### config.mk
export PLATFORM = sky130hd
export DESIGN_NAME = xlat_cache
export DESIGN_NICKNAME = d
export VERILOG_FILES = /design/src/rtl/xc_pkg.sv /design/src/rtl/xc_tag_match.sv /design/src/rtl/xc_victim_ptr.sv /design/src/rtl/xc_entry_store.sv /design/src/rtl/xlat_cache.sv
export SDC_FILE = /design/constraint.sdc
export NUM_CORES = 1
export LEC_CHECK = 0
export BUFFER_PORTS_ARGS = -buffer_cell sky130_fd_sc_hd__buf_2
export CAP_MARGIN = 10
export CORE_AREA = 2 2 191 193
export DETAILED_ROUTE_END_ITERATION = 7
export DIE_AREA = 0 0 193 195
export PLACE_DENSITY = 0.86
export SYNTH_ARGS = -nofsm -noshare
export SYNTH_HDL_FRONTEND = slang
export SYNTH_SLANG_ARGS = --single-unit
### constraint.sdc
create_clock -name clk -period 3.85 [get_ports clk]
set_input_delay 0.385 -clock clk [delete_from_list [all_inputs] [get_ports clk]]
set_output_delay 0.385 -clock clk [all_outputs]
set_load 0.02 [all_outputs]
### src/rtl/xc_pkg.sv
package xc_pkg;
  localparam int XC_ENTRIES = 8;
  localparam int XC_VA_W    = 32;
  localparam int XC_PAGE_W  = 12;
  localparam int XC_PPN_W   = 20;

  typedef struct packed {
    logic rd;
    logic wr;
  } xc_perm_t;
endpackage

### src/rtl/xc_tag_match.sv
module xc_tag_match #(
  parameter int N     = 8,
  parameter int VPN_W = 20
) (
  input  logic [N-1:0]       valid,
  input  logic [N*VPN_W-1:0] tags,
  input  logic [VPN_W-1:0]   key,
  output logic [N-1:0]       hit
);
  for (genvar i = 0; i < N; i++) begin : g_cmp
    assign hit[i] = valid[i] && (tags[i*VPN_W +: VPN_W] == key);
  end
endmodule

### src/rtl/xc_victim_ptr.sv
module xc_victim_ptr #(
  parameter int N     = 8,
  parameter int IDX_W = $clog2(N)
) (
  input  logic             clk,
  input  logic             rst_n,
  input  logic             adv,
  output logic [IDX_W-1:0] ptr,
  output logic [N-1:0]     ptr_oh
);
  localparam logic [IDX_W-1:0] LAST = IDX_W'(N - 1);

  logic [IDX_W-1:0] ptr_q, ptr_d;

  always_comb begin
    ptr_d = ptr_q;
    if (adv) ptr_d = (ptr_q == LAST) ? '0 : ptr_q + 1'b1;
  end

  always_ff @(posedge clk or negedge rst_n) begin
    if (!rst_n)   ptr_q <= '0;
    else if (adv) ptr_q <= ptr_d;
  end

  assign ptr    = ptr_q;
  assign ptr_oh = N'(1) << ptr_q;
endmodule

### src/rtl/xc_entry_store.sv
module xc_entry_store
  import xc_pkg::*;
#(
  parameter int N     = 8,
  parameter int VPN_W = 20,
  parameter int PPN_W = 20
) (
  input  logic               clk,
  input  logic               rst_n,
  input  logic [N-1:0]       wr_oh,
  input  logic [N-1:0]       clr,
  input  logic [VPN_W-1:0]   w_vpn,
  input  logic [PPN_W-1:0]   w_ppn,
  input  xc_perm_t           w_perm,
  output logic [N-1:0]       valid,
  output logic [N*VPN_W-1:0] tags,
  output logic [N*PPN_W-1:0] ppns,
  output logic [N*2-1:0]     perms
);
  logic [N-1:0] valid_q, valid_d;

  // a slot never receives a write and a clear together (control guarantees it)
  always_comb begin
    valid_d = (valid_q & ~clr) | wr_oh;
  end

  always_ff @(posedge clk or negedge rst_n) begin
    if (!rst_n) valid_q <= '0;
    else        valid_q <= valid_d;
  end

  for (genvar i = 0; i < N; i++) begin : g_slot
    logic [VPN_W-1:0] vpn_q;
    logic [PPN_W-1:0] ppn_q;
    xc_perm_t         perm_q;

    always_ff @(posedge clk) begin
      if (wr_oh[i]) begin
        vpn_q  <= w_vpn;
        ppn_q  <= w_ppn;
        perm_q <= w_perm;
      end
    end

    assign tags[i*VPN_W +: VPN_W] = vpn_q;
    assign ppns[i*PPN_W +: PPN_W] = ppn_q;
    assign perms[i*2 +: 2]        = perm_q;
  end

  assign valid = valid_q;
endmodule

### src/rtl/xlat_cache.sv
module xlat_cache
  import xc_pkg::*;
#(
  parameter int N      = XC_ENTRIES,
  parameter int VA_W   = XC_VA_W,
  parameter int PAGE_W = XC_PAGE_W,
  parameter int PPN_W  = XC_PPN_W,
  localparam int VPN_W = VA_W - PAGE_W,
  localparam int PA_W  = PPN_W + PAGE_W
) (
  input  logic             clk,
  input  logic             rst_n,
  input  logic             lk_req,
  input  logic [VA_W-1:0]  lk_vaddr,
  input  logic             fill_en,
  input  logic [VPN_W-1:0] fill_vpn,
  input  logic [PPN_W-1:0] fill_ppn,
  input  logic             fill_rd,
  input  logic             fill_wr,
  input  logic             zap_one_en,
  input  logic [VA_W-1:0]  zap_vaddr,
  input  logic             zap_all_en,
  output logic             rsp_valid,
  output logic             rsp_hit,
  output logic [PA_W-1:0]  rsp_paddr,
  output logic             rsp_rd,
  output logic             rsp_wr
);
  localparam int IDX_W = $clog2(N);

  logic [N-1:0]       valid_q;
  logic [N*VPN_W-1:0] tag_flat;
  logic [N*PPN_W-1:0] ppn_flat;
  logic [N*2-1:0]     perm_flat;

  logic [N-1:0]       lk_hit, zap_hit_raw, zap_hit, fill_hit;
  logic [N-1:0]       fill_tgt, wr_oh, clr;
  logic [IDX_W-1:0]   ptr;
  logic [N-1:0]       ptr_oh;
  logic [VPN_W-1:0]   zap_vpn, lk_vpn;
  logic               fill_block, fill_do, fill_adv, lk_take;
  xc_perm_t           w_perm;

  assign lk_vpn  = lk_vaddr[VA_W-1:PAGE_W];
  assign zap_vpn = zap_vaddr[VA_W-1:PAGE_W];

  xc_tag_match #(.N(N), .VPN_W(VPN_W)) u_lk_match (
    .valid(valid_q), .tags(tag_flat), .key(lk_vpn), .hit(lk_hit));
  xc_tag_match #(.N(N), .VPN_W(VPN_W)) u_zap_match (
    .valid(valid_q), .tags(tag_flat), .key(zap_vpn), .hit(zap_hit_raw));
  xc_tag_match #(.N(N), .VPN_W(VPN_W)) u_fill_match (
    .valid(valid_q), .tags(tag_flat), .key(fill_vpn), .hit(fill_hit));

  xc_victim_ptr #(.N(N), .IDX_W(IDX_W)) u_ptr (
    .clk(clk), .rst_n(rst_n), .adv(fill_adv), .ptr(ptr), .ptr_oh(ptr_oh));

  // ---- update control: invalidation outranks fill ----
  always_comb begin
    zap_hit    = zap_hit_raw & {N{zap_one_en}};
    fill_tgt   = (|fill_hit) ? fill_hit : ptr_oh;
    fill_block = zap_all_en |
                 (zap_one_en & ((zap_vpn == fill_vpn) | (|(fill_tgt & zap_hit_raw))));
    fill_do    = fill_en & ~fill_block;
    wr_oh      = {N{fill_do}} & fill_tgt;
    clr        = zap_all_en ? {N{1'b1}} : zap_hit;
    fill_adv   = fill_do & ~(|fill_hit);
    w_perm.rd  = fill_rd;
    w_perm.wr  = fill_wr;
  end

  xc_entry_store #(.N(N), .VPN_W(VPN_W), .PPN_W(PPN_W)) u_store (
    .clk(clk), .rst_n(rst_n), .wr_oh(wr_oh), .clr(clr),
    .w_vpn(fill_vpn), .w_ppn(fill_ppn), .w_perm(w_perm),
    .valid(valid_q), .tags(tag_flat), .ppns(ppn_flat), .perms(perm_flat));

  // ---- lookup read path ----
  logic [PPN_W-1:0] sel_ppn;
  logic [1:0]       sel_perm;

  always_comb begin
    sel_ppn  = '0;
    sel_perm = '0;
    for (int i = 0; i < N; i++) begin
      if (lk_hit[i]) begin
        sel_ppn  = sel_ppn  | ppn_flat[i*PPN_W +: PPN_W];
        sel_perm = sel_perm | perm_flat[i*2 +: 2];
      end
    end
  end

  logic            rsp_valid_q, rsp_valid_d;
  logic            rsp_hit_q,   rsp_hit_d;
  logic [PA_W-1:0] rsp_paddr_q, rsp_paddr_d;
  logic            rsp_rd_q,    rsp_rd_d;
  logic            rsp_wr_q,    rsp_wr_d;

  always_comb begin
    lk_take     = lk_req & ~zap_one_en & ~zap_all_en;
    rsp_valid_d = lk_take;
    rsp_hit_d   = lk_take & (|lk_hit);
    rsp_paddr_d = rsp_hit_d ? {sel_ppn, lk_vaddr[PAGE_W-1:0]} : '0;
    rsp_rd_d    = rsp_hit_d & sel_perm[1];
    rsp_wr_d    = rsp_hit_d & sel_perm[0];
  end

  always_ff @(posedge clk or negedge rst_n) begin
    if (!rst_n) begin
      rsp_valid_q <= 1'b0;
      rsp_hit_q   <= 1'b0;
      rsp_paddr_q <= '0;
      rsp_rd_q    <= 1'b0;
      rsp_wr_q    <= 1'b0;
    end else begin
      rsp_valid_q <= rsp_valid_d;
      rsp_hit_q   <= rsp_hit_d;
      rsp_paddr_q <= rsp_paddr_d;
      rsp_rd_q    <= rsp_rd_d;
      rsp_wr_q    <= rsp_wr_d;
    end
  end

  assign rsp_valid = rsp_valid_q;
  assign rsp_hit   = rsp_hit_q;
  assign rsp_paddr = rsp_paddr_q;
  assign rsp_rd    = rsp_rd_q;
  assign rsp_wr    = rsp_wr_q;
endmodule

==> impl_metrics.toml, run 1 <==
[pwr]
leakagePower_nw = 7.617
vdd_drop_max_v = 0.0004406
p_clk_frac = 0.377
p_int_mw = 7.687
power.switching_mw = 2.864
combPwrFrac = 0.142
swShare = 0.2715
p_seq_frac = 0.481
power_density_nw_per_um2 = 470.2

[layout]
fillers = 2598
drive_above_1_share = 0.1841
fin_cells = 2110
area_growth_syn_to_layout_pct = 16.15
nNetsFinal = 1732
final_core_util = 0.6339

[drt]
viasPerCell = 6.618
avgRoutedWirePerCell_um = 30.61
vias = 13964
ant_nets = 0
drc = 0
drt_wl_total_um = 64580
dr.pass1.iters = 6
dr.first_iter.drc_count = 1912

[clock_tree]
clkTransAtPathRegs_ns = 0.06
cts.sinks = 383
htree_levels = 2
cts_tree = "built"
postCtsSetupBuffers = 0
cts_buffer_depth = 3
root_buffer = "clkbuf_16"
cts_buffers = 40
clkLatencyLatePin_ns = 0.57

[timing]
period_minus_slack_ns = 3.393
fmax_mhz = 294.7
slew_violations = 0
relSlewSlack = 0.3509
hold_viol = 0
finClkSkew_ns = 0.02829
fin_crit_sh = 0.8813
setup_viol = 0
grt_setup_unrepaired = "no"
finalSetupTns_ns = 0
tightestPinTransition_ns = 0.9736

[grt]
grt_usage = 0.3452
grt-ovfl-total = 0
grt_pass1_vias = 13919
antenna_found_initial = 3
grt_max_degree = 44
grt_first_pass_wirelength_um = 92530

[yosys]
synth_edf_count = 336
syn_avg_cell_area_um2 = 13.48
synth_ff_type = "edfxtp_1"
syn-num-nets = 1551
yosys_warnings = 0
syn_area_um2 = 19320
yosys_register_bits = 383
yosys.cell_types.count = 56
synthArstFlopShare = 0.1227
synthCells = 1433
ys_seq_area_frac = 0.5832

[run_status]
status = "complete, no violations"

[run]
cap_violations = 0

[worst_setup_path]
r2r_cells = 9
crit_path_end_kind = "flop"
slowest_stage = "nor4_1"
max_stage_delay_ns = 0.50
arrival_ns = 3.61
cp_common_cell = "nand4_1"
cp.required_ns = 4.07
critical_path_class = "flop to flop"
worstPathMaxFanout = 43
startpoint_type = "flop"
path_cells = "xnor2_1 > nand4_1 > nor4_1 > nand4_1 > nand4_1 > nor2_1 > a31o_4 > a211oi_4 > buf_12"

[floorplan]
die_w_um = 193
num_rows = 69
start_util = 0.5458
io_pins = 148
coreArea_um2 = 35400
die_h_um = 195
die_area_um2 = 37640

[place]
dp_hpwl_um = 42320
place.gp.congestion = 1.002
io_buffers = 135
dp_cells = 2032

[worst_hold_path]
hold_path.class = "input pin to flop"
min_path_cells = 2
layout by cell type, fill, tap and decap left out, types with 4 or more instances in the layout:
cell type / Yosys / routed
a211oi_4: 0 / 8
a221oi_1: 22 / 22
a22o_1: 23 / 23
a22oi_1: 44 / 44
a31o_1: 8 / 8
a31oi_1: 22 / 22
and3_1: 13 / 13
buf_12: 0 / 16
buf_2: 40 / 135
buf_4: 21 / 70
clkbuf_1: 16 / 14
clkbuf_16: 0 / 40
clkbuf_8: 0 / 7
dfrtp_1: 47 / 47
edfxtp_1: 336 / 336
ha_1: 6 / 6
inv_1: 7 / 7
nand2_1: 28 / 28
nand3_1: 34 / 34
nand4_1: 92 / 92
nand4b_1: 4 / 4
nor2_1: 11 / 11
nor3_1: 14 / 14
nor3b_1: 4 / 4
nor4_1: 81 / 81
nor4_4: 0 / 8
xnor2_1: 277 / 277
xor2_1: 222 / 222
final cells by class:
cell class / count / area [um2] / share of cell area
clock inverters: 13 / 209.0 / 0.009312
diodes: 3 / 7.507 / 0.0003346
inverters: 9 / 33.78 / 0.001506
multi-input cells: 958 / 7664 / 0.3415
well taps: 461 / 576.8 / 0.02571
clock buffers: 61 / 1150 / 0.05125
repair buffers: 222 / 1531 / 0.06825
flip-flops and latches: 383 / 11270 / 0.5021
state kept, by name (all words and copies together) (netlist names):
| register | count |
|---|---|
| rsp_wr | 1 |
| rsp_paddr | 32 |
| rsp_hit | 1 |
| u_store.g_slot.ppn_q | 160 |
| u_store.g_slot.vpn_q | 160 |
| u_ptr.ptr | 3 |
| u_store.valid | 8 |
| u_store.perms | 16 |
| rsp_valid | 1 |
| rsp_rd | 1 |
power by group through the flow:
stage                     registers [mW]  logic, mW  clock network (mW)
after global placement              5.13       1.42                   0
after CTS                           5.06       1.46                3.99
after global routing                5.09       1.57                4.16
after floorplan                     5.09      0.882                   0
after detailed placement            5.15       1.45                   0
final                               5.08       1.50                3.98
synthesized netlist by cell type (all sizes together), types with 2 or more instances:
cell / number / area [um2]
edfxtp: 336 / 10090
xnor2: 277 / 2426
xor2: 222 / 1944
nand4: 92 / 575.6
nor4: 89 / 606.8
buf: 67 / 425.4
dfrtp: 47 / 1176
a22oi: 44 / 330.3
nand3: 34 / 170.2
nand2: 29 / 111.4
a22o: 23 / 201.4
a221oi: 22 / 192.7
a31oi: 22 / 137.6
clkbuf: 16 / 60.06
nor3: 14 / 70.07
and3: 13 / 81.33
nor2: 11 / 41.29
a31o: 9 / 87.59
a211oi: 8 / 100.1
inv: 8 / 30.03
ha: 6 / 75.07
nand4b: 4 / 35.03
nor3b: 4 / 30.03
and4: 3 / 26.28
nor4b: 3 / 32.53
or2: 3 / 18.77
mux2: 2 / 30.03
nand3b: 2 / 15.01
nor4bb: 2 / 20.02
o21ai: 2 / 10.01
or3b: 2 / 17.52
worst paths after layout:
path	start	end	slack (ns)
max in group asynchronous	rst_n	rsp_paddr[21]	2.47
setup reg to reg	u_store.g_slot[4].vpn_q[18]	u_store.g_slot[0].ppn_q[9]	0.46
setup / recovery	u_store.g_slot[4].vpn_q[18]	u_store.g_slot[0].ppn_q[9]	0.46
hold reg to reg	u_store.g_slot[7].ppn_q[19]	rsp_paddr[31]	0.55
min in group asynchronous	rst_n	u_store.valid[5]	0.52
hold / removal	lk_vaddr[9]	rsp_paddr[9]	0.07
logic make-up (layout without fill, tap and decap cells):
family	count (synthesis)	in the layout	synth area share
AOI/OAI and AO/OA	141	141	0.06023
xor gates and xnor gates	499	499	0.2262
adders and majority gates	6	6	0.003886
buffers and inverters	92	305	0.02688
DFF	383	383	0.5832
muxes	3	3	0.002073
other	0	3	0
and+or+nand+nor	309	309	0.09754
worst max-delay path, delay by kind of cell, from the launching register on:
family | cells | cell delay (ns)
AND/OR/NAND/NOR | 5 | 1.40
AO/OA/AOI/OAI | 2 | 0.63
flip-flops | 1 | 0.47
buffers and inverters | 1 | 0.30
XOR/XNOR | 1 | 0.18
metrics by stage:
stage	cell area (um2)	setup slack (ns)	power (mW)	hold slack, ns
final	22440	0.4571	10.55	0.06592
after CTS	22430	0.5219	10.52	0.04647
after global placement	21060	0.3355	6.550	0.5176
after global routing	22440	0.3994	10.83	0.06110
after floorplan	19320	-0.2965	5.977	0.08941
after detailed placement	21060	0.3050	6.592	0.5362
what timing repair did:
item | CTS | global route
endpoints found under the hold margin | 2 | 0
resized for setup | 0 | 0
hold buffers | 1 | 0
setup endpoints to repair | 0 | 0
layer usage:
| metal | track usage | up-vias | wire length [um] | share of wire |
|---|---|---|---|---|
| li1 | - | 5742 | - | - |
| met1 | 0.4654 | 6849 | 23680 | 0.37 |
| met2 | 0.5063 | 1130 | 28430 | 0.44 |
| met3 | 0.09975 | 243 | 8866 | 0.14 |
| met4 | 0.1832 | 0 | 3596 | 0.056 |
| met5 | 0 | - | 0 | 0 |
Power figures use the tool's default switching activity.
==> run 2, diff against run 1 <==
==> constraint.sdc (replaced) <==
create_clock -name clk -period 2.8 [get_ports clk]
set_input_delay 0.28 -clock clk [delete_from_list [all_inputs] [get_ports clk]]
set_output_delay 0.28 -clock clk [all_outputs]
set_load 0.1 [all_outputs]
==> run 2 against run 1 <==
The run now ends with design-rule violations, negative hold slack, negative setup slack left. Register-to-register slack got worse by 0.94 ns. Flip-flop and latch count stayed put. Hold slack got worse by 0.069 ns. Die area unchanged. Sequential power grew 37%. Via count rose by 15%. Core utilization rose by 9.4 points. Clock power is 47% higher. Final cell count up 15%. Wire length up 18%. Count of clock-buffer cells in the layout stayed put.
==> impl_metrics.toml, run 2 (synthesized netlist as in run 1, its figures left out) <==
[drt]
drt_wl_total_um = 76430
vias = 16022
viasPerCell = 6.585
ant_nets = 0
dr.first_iter.drc_count = 2566
avgRoutedWirePerCell_um = 31.41
drc = 16
dr.pass1.iters = 8

[place]
dp_hpwl_um = 51830
io_buffers = 135
dp_cells = 2300
place.gp.congestion = 1.036

[layout]
drive_above_1_share = 0.3198
fin_cells = 2433
final_cell_mix = "edfxtp_1 (336), buf_4 (315), xnor2_1 (265)"
nNetsFinal = 2054
final_core_util = 0.7282
area_growth_syn_to_layout_pct = 33.42
layout_commonest_cell = "edfxtp_1"

[worst_hold_path]
hold_path.class = "input pin to flop"
min_path_cells = 1
hp-start = "fill_rd"

[worst_setup_path]
cp.required_ns = 3.08
critical_path_class = "flop to flop"
regToRegSetupSlack_ns = -0.48
reg2reg_to = "u_store.g_slot[7].ppn_q[19]"
r2r-start = "u_store.g_slot[1].vpn_q[3]"
critPathLaunch = "u_store.g_slot[1].vpn_q[3]"
endpoint = "u_store.g_slot[7].ppn_q[19]"
r2r_cells = 10
arrival_ns = 3.56
crit_path_end_kind = "flop"
worstPathMaxFanout = 8
startpoint_type = "flop"

[timing]
hold_viol = 5
grt_setup_unrepaired = "yes"
fin_crit_sh = 1.173
setup_viol = 382
tightestPinTransition_ns = 0.8680
fmax_mhz = 304.5
timing.hold.ws_ns = -0.002595
finalSetupTns_ns = -146.69
period_minus_slack_ns = 3.284
finClkSkew_ns = 0.02466
relSlewSlack = 0.4160
worst_slack_ns = -0.4837
slew_violations = 0

[pwr]
vdd_drop_max_v = 0.0005121
p_int_mw = 11.30
total_power_mw = 15.70
p_seq_frac = 0.442
leakagePower_nw = 9.476
power_density_nw_per_um2 = 609.1
swShare = 0.2804
combPwrFrac = 0.184
p_clk_frac = 0.374
power.switching_mw = 4.403

[clock_tree]
root_buffer = "clkbuf_16"
cts_buffer_depth = 3
cts_tree = "built"
cts_buffers = 42
cts.sinks = 383
clkLatencyLatePin_ns = 0.59
clkTransAtPathRegs_ns = 0.08
htree_levels = 2

[grt]
grt-ovfl-total = 0
grt_usage = 0.3967
grt_first_pass_wirelength_um = 105700
grt_max_degree = 29
antenna_found_initial = 4
grt_pass1_vias = 15834

[run_status]
status = "complete, but fails checks"
violations = "design-rule violations, negative hold slack, negative setup slack"

[floorplan]
num_rows = 69
die_h_um = 195
die_area_um2 = 37640
coreArea_um2 = 35400
die_w_um = 193
start_util = 0.5458
io_pins = 148

[run]
cap_violations = 0
[run 2: area by class of cell]
cell class                      count  area [um2]
Timing Repair Buffer              542        4583
Tap cell                          461       576.8
Clock buffer                       61        1202
Multi-Input combinational cell    958        7859
Sequential cell                   383       11270
Fill cell                        2244        9622
Clock inverter                     17       249.0
Inverter                            9       33.78
Antenna cell                        2       5.005
[run 2: worst max-delay path, stage by stage, from the launching register on]
cell	delay, ns
edfxtp_1	0.46
xor2_1	0.17
nor4_1	0.49
nand4_1	0.39
nand4_1	0.31
nor2_2	0.10
a31o_4	0.27
buf_12	0.15
a211oi_4	0.24
buf_6	0.19
buf_4	0.20
[run 2: per-stage QoR]
| step | worst slack (ns) | cell area (um2) |
|---|---|---|
| floorplan | -0.6306 | 19420 |
| global route | -0.4470 | 25770 |
| detailed placement | -0.4120 | 23490 |
| finish | -0.4837 | 25770 |
| global placement | -0.4215 | 23490 |
| CTS | -0.2091 | 25400 |
[run 2: what timing repair did]
action | CTS | global route
gates cloned | 2 | 6
hold buffers | 29 | 0
setup buffers | 6 | 10
pin swaps | 2 | 15
gates resized for setup | 9 | 28
endpoints found under the setup margin | 349 | 382
endpoints found under the hold margin | 153 | 0
[run 2: how the worst min path moves through the flow]
stage | slack [ns] | endpoint
after global placement | 0.25 | rsp_paddr[21]
final | -0.003 | u_store.perms[3]
after detailed placement | 0.27 | rsp_paddr[23]
after floorplan | -0.02 | rsp_hit
after global routing | -0.003 | u_store.g_slot[0].vpn_q[0]
after CTS | 0.002 | u_store.g_slot[5].ppn_q[6]
[run 2: power by group through the flow]
stage	sequential [mW]	clock, mW	combinational [mW]
detailed placement	7.02	0	2.55
CTS	6.91	5.81	2.65
floorplan	7.00	0	1.25
global route	6.96	6.05	2.97
global placement	6.99	0	2.50
finish	6.95	5.87	2.89
[run 2: metal layers]
layer  vias to the layer above  part of all wire  track usage
li1                       6391                 -            -
met1                      7707              0.35       0.5213
met2                      1524              0.44       0.6052
met3                       394              0.14       0.1077
met4                         6             0.067       0.2037
met5                         -            0.0011            0
==> run 3, diff against run 2 <==
ABC_AREA = 1   (was default)
CORE_AREA = 2 2 197 199   (was 2 2 191 193)
DIE_AREA = 0 0 199 201   (was 0 0 193 195)
RECOVER_POWER = 50   (was default)
==> run 3 against run 2 <==
The flow now stops in global routing (5_1_grt). Synthesized cell count is 52% higher. Synthesized area increased by 6.6%.
==> impl_metrics.toml, run 3 <==
[place]
place.gp.congestion = 1.236
io_buffers = 135
place_area_um2 = 26400
dp_hpwl_um = 84250

[yosys]
synthArstFlopShare = 0.1227
syn_area_um2 = 20580
yosys_register_bits = 383
yosys_warnings = 0
synth_common_cells = "nand2_1 (456), edfxtp_1 (336), inv_1 (312)"
ys_seq_area_frac = 0.5473
yosysTopAreaCellShare = 0.4902
synth_most_common_cell = "nand2_1"
syn-num-nets = 2299
synthCells = 2181
synth_top_area_cell = "edfxtp_1"
synth_ff_type = "edfxtp_1"
yosys.cell_types.count = 57
syn_avg_cell_area_um2 = 9.438
synth_edf_count = 336
ys_top_cells_by_area = "edfxtp_1 (49%), nand2_1 (8.3%), dfrtp_1 (5.7%)"

[run_status]
error = "[ERROR GRT-0116] Global routing finished with congestion. Check the congestion regions in the DRC Viewer."
status = "did not finish"
failed_stage = "global routing (5_1_grt)"

[clock_tree]
cts.sinks = 383
cts_buffers = 41
root_buffer = "clkbuf_16"
htree_levels = 2
cts_buffer_depth = 3

[floorplan]
num_rows = 72
die_w_um = 199
die_h_um = 201
start_util = 0.5402
io_pins = 148

[grt]
grt_first_pass_wirelength_um = 205400
grt-ovfl-total = 206
grt_pass1_vias = 26874
grt_usage = 0.7245
grt_max_degree = 35
==> run 3: cell types whose count changed after synthesis, moves of 33 or more <==
cell	change
nand2_1	+428
nor4_1	-42
xnor2_1	-208
o21ai_0	+73
nand4_1	-33
nor2_1	+165
a22oi_1	-44
inv_1	+305
o22ai_1	+185
xor2_1	-162
==> run 3: timing repair <==
action | CTS
setup endpoints to repair | 380
gates cloned | 24
gates resized for setup | 66
pin swaps | 14
buffers inserted | 36
endpoints found under the hold margin | 178
hold buffers | 33
==> run 3: kinds of logic after synthesis <==
family	Yosys count	synth area share
AND/OR/NAND/NOR	832	0.1784
adder cells (fa/ha/maj)	6	0.003647
flip-flops	383	0.5473
AO/OA/AOI/OAI	398	0.1283
XOR/XNOR	129	0.05489
buffers and inverters	433	0.08753
==> run 3: metrics by stage <==
stage | setup TNS (ns) | setup WS, ns | hold slack, ns | instances
after global placement | -133.97 | -0.4339 | 0.2058 | 3319
after CTS | -69.68 | -0.2712 | 0.0009277 | 3486
after detailed placement | -178.88 | -0.5691 | 0.2108 | 3319
after floorplan | -24.98 | -0.09386 | -0.01559 | 2181
==> run 3: per-layer routing <==
layer | GRT overflow | global-route usage
met1 | 0 | 0.7488
met4 | 85 | 0.7092
met3 | 1 | 0.5349
met2 | 120 | 0.8974
met5 | 0 | 0.2148
==> run 4, diff against run 3 <==
CORE_AREA = 2 2 230 232   (was 2 2 197 199)
DIE_AREA = 0 0 232 234   (was 0 0 199 201)
PLACE_DENSITY = default   (was 0.86)
PLACE_DENSITY_LB_ADDON = 0.15   (was default)
clock period = 3.6 ns   (was 2.8 ns; I/O delays follow)
==> run 4 against run 3 <==
The flow now finishes, with violations (design-rule violations, max-capacitance violations, max-slew violations). Synthesized cell count did not move. Synthesized area unchanged.
==> impl_metrics.toml, run 4 <==
[layout]
area_growth_syn_to_layout_pct = 23.68
layout_commonest_cell = "nand2_1"
regArea_um2 = 11270
final_core_util = 0.4893
multi_input_area_um2 = 7580
nNetsFinal = 2668
fillers = 5024
drive_above_1_share = 0.1689
final_cell_mix = "nand2_1 (456), edfxtp_1 (336), inv_1 (312)"

[drt]
drt_wl_total_um = 105300
dr.first_iter.drc_count = 2694
viasPerCell = 5.897
dr.pass1.iters = 8
vias = 19324
ant_nets = 0
drc = 11
avgRoutedWirePerCell_um = 32.14

[worst_setup_path]
critical_path_class = "input pin to flop"
cp_num_buf_inv = 4
cp_common_cell = "nand2_1"
arrival_ns = 3.85
crit_path_end_kind = "flop"
slowest_stage = "clkbuf_1"
critical_path.top_delay_family = "simple AND/OR/NAND/NOR gates"
startpoint_type = "input pin"
path_cells = "buf_2 > clkbuf_1 > clkbuf_1 > o21ai_1 > nor2_1 > nand2_1 > nor2_1 > nand3_1 > nand2_2 > nor2_4 > nand3_1 > nand2_1 > nand2_1 > nand2_1 > nor2_1 > nand3_2 > nand2_4 > nand2_4 > nor2_4 > buf_12"
worstPathMaxFanout = 26
max_stage_delay_ns = 0.77
cp.required_ns = 3.89

[timing]
relSlewSlack = -0.04081
fin_crit_sh = 0.9881
tightestPinTransition_ns = 1.561
slew_violations = 25
period_minus_slack_ns = 3.557
setup_viol = 0
finClkSkew_ns = 0.02914
fmax_mhz = 281.1
hold_viol = 0
grt_setup_unrepaired = "no"

[grt]
grt_first_pass_wirelength_um = 143500
grt_max_degree = 37
antenna_found_initial = 3
grt_usage = 0.3869
grt_pass1_vias = 18286
grt-ovfl-total = 0

[clock_tree]
cts_tree = "built"
cts.sinks = 383
cts_buffer_depth = 3
root_buffer = "clkbuf_16"
ctsResizeCount = 0
htree_levels = 2
clkTransAtPathRegs_ns = 0.05
clkLatencyLatePin_ns = 0.62
cts_buffers = 45

[pwr]
power_density_nw_per_um2 = 473.2
total_power_mw = 12.05
vdd_drop_max_v = 0.0004159
leakagePower_nw = 10.45

[place]
place.gp.congestion = 1.122
io_buffers = 135
dp_hpwl_um = 77060

[floorplan]
die_area_um2 = 54290
die_h_um = 234
num_rows = 84
start_util = 0.3957
coreArea_um2 = 52020
die_w_um = 232
io_pins = 148

[yosys]
syn_area_um2 = 20580
syn-num-nets = 2299
synth_edf_count = 336
yosys_register_bits = 383
yosys.cell_types.count = 57
yosysTopAreaCellShare = 0.4902
syn_avg_cell_area_um2 = 9.438
ys_top_cells_by_area = "edfxtp_1 (49%), nand2_1 (8.3%), dfrtp_1 (5.7%)"
synth_ff_type = "edfxtp_1"
synthCells = 2181
synthArstFlopShare = 0.1227
synth_top_area_cell = "edfxtp_1"
synth_most_common_cell = "nand2_1"
ys_seq_area_frac = 0.5473
yosys_warnings = 0
synth_common_cells = "nand2_1 (456), edfxtp_1 (336), inv_1 (312)"

[run_status]
status = "complete, but fails checks"
violations = "design-rule violations, max-capacitance violations, max-slew violations"

[run]
cap_violations = 1

[worst_hold_path]
hold_path.class = "input pin to flop"
run 4: cell counts after synthesis:
Identical to the previous run, type by type.
run 4: worst register-to-register path, delay by kind of cell, from the launching register on:
family | cells | cell delay (ns)
AND/OR/NAND/NOR | 15 | 2.05
flip-flops | 1 | 0.48
buffers and inverters | 2 | 0.47
AO/OA/AOI/OAI | 1 | 0.11
run 4: final timing paths:
check                                                start                           to  slack (ns)  cells past startpoint
worst max-delay path                           fill_vpn[0]   u_store.g_slot[7].ppn_q[4]        0.04                     20
worst min-delay path                          fill_vpn[13]  u_store.g_slot[1].vpn_q[13]         0.1                      1
worst max register to register  u_store.g_slot[4].vpn_q[5]   u_store.g_slot[7].ppn_q[4]        0.17                     18
worst min register to register                u_ptr.ptr[1]                 u_ptr.ptr[1]        0.56                      2
max in group asynchronous                            rst_n                rsp_paddr[15]        0.87                      3
min in group asynchronous                            rst_n             u_store.valid[1]        0.61                      2
run 4: final cells by class:
class | count | share of cell area
flip-flops and latches | 383 | 0.4425
multi-input cells | 1365 | 0.2977
repair buffers | 406 | 0.1125
inverters | 349 | 0.05234
clock buffers | 57 | 0.04679
well taps | 688 | 0.03381
clock inverters | 27 | 0.01406
diodes | 2 | 0.0001966
run 4: report_power, final:
group	total [mW]	internal, mW	switching (mW)
registers	5.33	5.12	0.207
logic	1.90	0.605	1.30
clock network	4.82	2.81	2.00
total	12.0	8.54	3.51
run 4: repair_timing:
action	4_1_cts	5_1_grt
hold buffers	16	0
hold endpoints to repair	52	0
endpoints found under the setup margin	0	0
buffers inserted	0	0
run 4: logic make-up (layout without fill, tap and decap cells):
family | Yosys count | after routing | share of synthesized area
XOR/XNOR | 129 | 129 | 0.05489
AND/OR/NAND/NOR | 832 | 832 | 0.1784
other | 0 | 2 | 0
flip-flops | 383 | 383 | 0.5473
AO/OA/AOI/OAI | 398 | 398 | 0.1283
adder cells (fa/ha/maj) | 6 | 6 | 0.003647
buffers and inverters | 433 | 839 | 0.08753
run 4: routing by layer:
| metal | track usage | up-vias | wire, um |
|---|---|---|---|
| li1 | - | 8298 | - |
| met1 | 0.4968 | 9346 | 40840 |
| met2 | 0.5915 | 1293 | 45570 |
| met3 | 0.08171 | 383 | 10440 |
| met4 | 0.2568 | 4 | 8449 |
| met5 | 0 | - | 28 |
run 4: metrics by stage:
stage          std cells  instance area (um2)  TNS [ns]  hold WS [ns]  setup slack, ns
4_1_cts             3275                25830         0      0.002708           0.2140
3_5_place_dp        3175                24120         0        0.3875          0.04804
5_1_grt             3275                25450         0        0.1039          0.01242
6_report            3277                25460         0       0.09637          0.04297
3_3_place_gp        3175                24120   -0.3497        0.3764         -0.01619
2_1_floorplan       2181                20580    -46.41       0.06441          -0.5525
